## config.mk

```make
export PLATFORM = sky130hd
export DESIGN_NAME = acc4_core
export DESIGN_NICKNAME = d
export VERILOG_FILES = /design/src/rtl/acc4_core.sv
export SDC_FILE = /design/constraint.sdc
export NUM_CORES = 1
export LEC_CHECK = 0
export ABC_AREA = 0
export BUFFER_PORTS_ARGS = -buffer_cell sky130_fd_sc_hd__buf_4
export CORE_MARGIN = 1.5
export CORE_UTILIZATION = 35
export DETAILED_ROUTE_END_ITERATION = 6
export PLACE_DENSITY = 0.53
export SLEW_MARGIN = 20
export SYNTH_ARGS = -nofsm -noshare
export SYNTH_HDL_FRONTEND = slang
export SYNTH_SLANG_ARGS = --single-unit
```

## constraint.sdc

```tcl
create_clock -name clk -period 6.2 [get_ports clk]
set_clock_uncertainty 0.2 [all_clocks]
set_input_delay 0.31 -clock clk [delete_from_list [all_inputs] [get_ports clk]]
set_output_delay 0.31 -clock clk [all_outputs]
set_load 0.02 [all_outputs]
```

## src/rtl/acc4_core.sv

```systemverilog
module acc4_core (
  input  logic       clk,
  input  logic       rst,
  input  logic [3:0] in_port,
  input  logic       rom_we,
  input  logic [3:0] rom_addr,
  input  logic [7:0] rom_wdata,
  output logic [3:0] led
);
  localparam logic [1:0] SRC_A = 2'd0, SRC_B = 2'd1, SRC_IN = 2'd2, SRC_ZERO = 2'd3;
  localparam logic [1:0] DST_A = 2'd0, DST_B = 2'd1, DST_O = 2'd2, DST_P = 2'd3;
  localparam logic [3:0] OP_JNC = 4'hE, OP_JMP = 4'hF;

  logic [7:0] rom [16];
  logic [3:0] a, b, out_r, pc;
  logic       cf;

  logic [7:0] instr;
  logic [3:0] op, imm, src_v, pc_next;
  logic [1:0] src, dst;
  logic       valid, load_pc;
  logic [4:0] sum;

  always_ff @(posedge clk)
    if (rom_we) rom[rom_addr] <= rom_wdata;

  assign instr = rom[pc];
  assign op    = instr[7:4];
  assign imm   = instr[3:0];

  always_comb begin
    valid = 1'b1;
    src   = SRC_ZERO;
    dst   = DST_A;
    case (op)
      4'h0: begin src = SRC_A;    dst = DST_A; end
      4'h1: begin src = SRC_B;    dst = DST_A; end
      4'h2: begin src = SRC_IN;   dst = DST_A; end
      4'h3: begin src = SRC_ZERO; dst = DST_A; end
      4'h4: begin src = SRC_A;    dst = DST_B; end
      4'h5: begin src = SRC_B;    dst = DST_B; end
      4'h6: begin src = SRC_IN;   dst = DST_B; end
      4'h7: begin src = SRC_ZERO; dst = DST_B; end
      4'h9: begin src = SRC_B;    dst = DST_O; end
      4'hB: begin src = SRC_ZERO; dst = DST_O; end
      OP_JNC, OP_JMP: begin src = SRC_ZERO; dst = DST_P; end
      default: valid = 1'b0;
    endcase
  end

  always_comb
    case (src)
      SRC_A:   src_v = a;
      SRC_B:   src_v = b;
      SRC_IN:  src_v = in_port;
      default: src_v = 4'd0;
    endcase

  assign sum     = {1'b0, src_v} + {1'b0, imm};
  assign load_pc = valid && dst == DST_P && !(op == OP_JNC && cf);
  assign pc_next = load_pc ? sum[3:0] : pc + 4'd1;

  always_ff @(posedge clk) begin
    if (rst) begin
      a     <= '0;
      b     <= '0;
      out_r <= '0;
      pc    <= '0;
      cf    <= 1'b0;
    end else begin
      pc <= pc_next;
      cf <= valid & sum[4];
      if (valid && dst == DST_A) a     <= sum[3:0];
      if (valid && dst == DST_B) b     <= sum[3:0];
      if (valid && dst == DST_O) out_r <= sum[3:0];
    end
  end

  assign led = out_r;

  logic rst_d;
  always_ff @(posedge clk) rst_d <= rst;

  always @(posedge clk)
    if (rst_d === 1'b1)
      assert_reset_state_R1: assert (a == 0 && b == 0 && out_r == 0 && pc == 0 && !cf)
        else $error("state not cleared after reset");

  assert_add_carry_R3: assert property (@(posedge clk) disable iff (rst)
    (op == 4'h0) |=> (cf == ($past(a) > ~$past(imm))));

  assert_out_imm_R6: assert property (@(posedge clk) disable iff (rst)
    (op == 4'hB) |=> (led == $past(imm)));

  assert_jmp_R7: assert property (@(posedge clk) disable iff (rst)
    (op == OP_JMP) |=> (pc == $past(imm)));

  assert_jnc_taken_R8: assert property (@(posedge clk) disable iff (rst)
    (op == OP_JNC && !cf) |=> (pc == $past(imm)));

  assert_jnc_skip_R8: assert property (@(posedge clk) disable iff (rst)
    (op == OP_JNC && cf) |=> (pc == $past(pc) + 4'd1));

  assert_pc_step_R9: assert property (@(posedge clk) disable iff (rst)
    (op != OP_JNC && op != OP_JMP) |=> (pc == $past(pc) + 4'd1));

  assert_undef_nop_R10: assert property (@(posedge clk) disable iff (rst)
    !valid |=> (!cf && $stable(a) && $stable(b) && $stable(led)));
endmodule

```

==> results.json <==
{
  "core_region_area_um2": 16600,
  "hp-start": "rom_wdata[4]",
  "vias": 3098,
  "cp_slowest_cell": "dfxtp_2",
  "avgSynthCellArea_um2": 18.3,
  "synth.area.top_cells": "edfxtp_1 (64%), mux4_2 (9.8%), dfxtp_1 (5.7%)",
  "fin_crit_sh_pct": 71.8,
  "rsz0062_at_grt": "no",
  "route.detailed.drc": 0,
  "yosys.area.top_type": "edfxtp_1",
  "clk_latency_ns": 0.42,
  "grt_pass1_vias": 3164,
  "synth_area_um2": 5980,
  "cts_max_path_buffers": 2,
  "wire_per_inst_um": 20.3,
  "first_pass_iters": 4,
  "synthCells": 326,
  "arrival_ns": 4.59,
  "drt-total-wl_um": 12200,
  "crit_path_start": "pc[0]",
  "grt_usage_pct": 14.7,
  "worstMarginPinSlew_ns": 1.01,
  "worstReg2RegStart": "pc[0]",
  "via_per_inst": 5.16,
  "cts.sinks": 145,
  "ys_seq_elements": 145,
  "port_buffers": 22,
  "dp_worst_setup_slack_ns": 1.72,
  "fin_hold_ws_ns": 0.0215,
  "cts-root-buf": "clkbuf_16",
  "hold_viol_final": 0,
  "dieHeight_um": 134,
  "drv_slew": 0,
  "setup_viol": 0,
  "postRouteAntennaNets": 0,
  "grt-ovfl-total": 0,
  "grt_antenna_before_repair": 0,
  "start_util_pct": 35.9,
  "grt_pass1_wl_um": 19000,
  "syn_to_final_growth_pct": 17.7,
  "relSlewSlack_pct": 32.2,
  "synthFlopType": "edfxtp_1",
  "async_flop_share_pct": 0,
  "dieWidth_um": 134,
  "synth-warning-count": 0,
  "synthesis.nets": 351,
  "cts.htree.levels": 4,
  "gp_congestion": 0.764,
  "path_cells": "mux4_1 > nand3_1 > nand4_1 > a2111oi_0 > a221o_1 > ha_1 > a21o_1 > a21oi_1 > xnor2_1 > nand2b_1 > mux2i_1",
  "outcome": "finished clean",
  "final_cell_count_no_fill": 600,
  "grt_max_degree": 25,
  "fin_ws_ns": 1.75,
  "drive_gt1_share_pct": 25.0,
  "drtIter0Drc": 195,
  "path_class": "flip-flop to flip-flop",
  "worstHoldPathType": "input port to flip-flop",
  "clk_pin_slew_worst_paths_ns": 0.06,
  "synth_enable_flop_cells": 128,
  "cp_max_fo": 24,
  "cts_tree": "done",
  "worstSetupEndpointType": "flip-flop",
  "fillers": 1484,
  "cpPeakStageDelay_ns": 0.86,
  "dieArea_um2": 17900,
  "critPathRequiredTime_ns": 6.34,
  "layout.nets": 392,
  "antennaDiodeCount": 0,
  "std_cell_rows": 47,
  "p_total_mw": 2.79,
  "io_pins": 23,
  "clock.fmax_mhz": 225,
  "yosysSeqAreaShare_pct": 69.9,
  "numCtsBuffers": 17,
  "start_kind": "flip-flop",
  "ir_drop_v": 0.000216,
  "pwr_density_cell_nw_per_um2": 397,
  "fin_crit_ns": 4.45,
  "max_cap_violations": 0,
  "hpwl_um": 7990,
  "finalSetupTns_ns": 0,
  "leakage_nw": 2.32,
  "cts_resized": 0,
  "dp_cells": 560,
  "synth.top_cell.area_share_pct": 64.3,
  "ys_types": 39
}
==> logic make-up (layout without fill, tap and decap cells) <==
kind of cell | Yosys count | in the layout | share of synthesized area (%)
AOI/OAI and AO/OA | 29 | 29 | 3.24
xor gates and xnor gates | 4 | 4 | 0.586
adders and majority gates | 6 | 6 | 1.38
buffers and inverters | 20 | 74 | 1.86
DFF | 145 | 145 | 69.9
muxes | 50 | 50 | 16.3
and+or+nand+nor | 72 | 72 | 6.65
==> synthesized netlist by cell type (2+ instances only) <==
cell / number
nor2_1: 13
a2111oi_0: 4
mux4_1: 9
nand2_1: 10
nand3_1: 12
nand2b_1: 13
clkbuf_1: 5
nor3_1: 9
a21oi_1: 10
edfxtp_1: 128
ha_1: 5
a21o_1: 2
xnor2_1: 2
nor2b_1: 3
xor2_1: 2
inv_1: 4
nand3b_1: 2
o21ai_0: 6
nand4_1: 2
mux4_2: 26
a22oi_1: 2
buf_2: 7
a221o_1: 4
dfxtp_1: 17
mux2i_1: 14
and4_1: 2
==> per-layer routing <==
| metal | part of all wire (%) | vias up | track usage (%) |
|---|---|---|---|
| met4 | 1.3 | 0 | 5.62 |
| li1 | - | 1418 | - |
| met2 | 49 | 75 | 23.1 |
| met5 | 0 | - | 0 |
| met3 | 4.1 | 13 | 3.81 |
| met1 | 46 | 1592 | 19.9 |
==> worst max-delay path, delay by kind of cell (launching register included) <==
kind	cells	cell delay, ns
xor+xnor	1	0.23
mux	2	0.79
flops	1	0.86
compound gates	4	1.23
simple gates	3	0.82
fa+ha+maj	1	0.24
==> what timing repair did <==
| action | CTS | global route |
|---|---|---|
| buffers inserted | 0 | 0 |
| endpoints found under the hold margin | 105 | 0 |
| hold buffers | 8 | 0 |
==> sequential cells by signal, summed over array words and instances (netlist names) <==
| register | cells |
|---|---|
| a | 4 |
| b | 4 |
| cf | 1 |
| led | 4 |
| pc | 4 |
| rom | 128 |
==> placed cells by master (no fill, tap or decap), types with 5 or more instances in the layout <==
cell,n
edfxtp_1,128
buf_4,30
mux4_2,26
clkbuf_16,17
dfxtp_1,16
mux2i_1,14
nor2_1,13
nand2b_1,13
nand3_1,12
nand2_1,10
a21oi_1,10
mux4_1,9
nor3_1,8
dlygate4sd3_1,8
o21ai_0,6
ha_1,5
inv_6,5
==> final timing paths <==
path,endpoint,slack [ns],cells past startpoint
worst max-delay path,led[3],1.75,11
worst min-delay path,rom[11][4],0.02,1
worst max register to register,led[3],1.75,11
worst min register to register,led[1],0.28,2
==> layout make-up <==
cell class / instances / area, µm² / share of cell area (%)
multi-input combinational: 161 / 1690 / 24.0
timing repair buffer: 38 / 305 / 4.34
sequential: 145 / 4190 / 59.4
clock buffer: 17 / 425 / 6.04
tap: 220 / 275 / 3.91
clock inverter: 15 / 143 / 2.03
inverter: 4 / 15.0 / 0.213
==> where the power goes <==
part           internal, mW  leakage, nW  switching [mW]
Sequential             1.11         1.30          0.0782
Clock                 0.532        0.277           0.431
Combinational         0.314        0.749           0.332
Total                  1.95         2.32           0.842
==> stage by stage <==
stage / util [%] / area (µm²)
floorplan: - / 5980
global placement: 38.4 / 6390
detailed placement: 38.4 / 6390
CTS: 42.3 / 7040
global route: 42.3 / 7040
finish: 42.3 / 7040
Note: power is estimated with default switching activity, not from simulation.
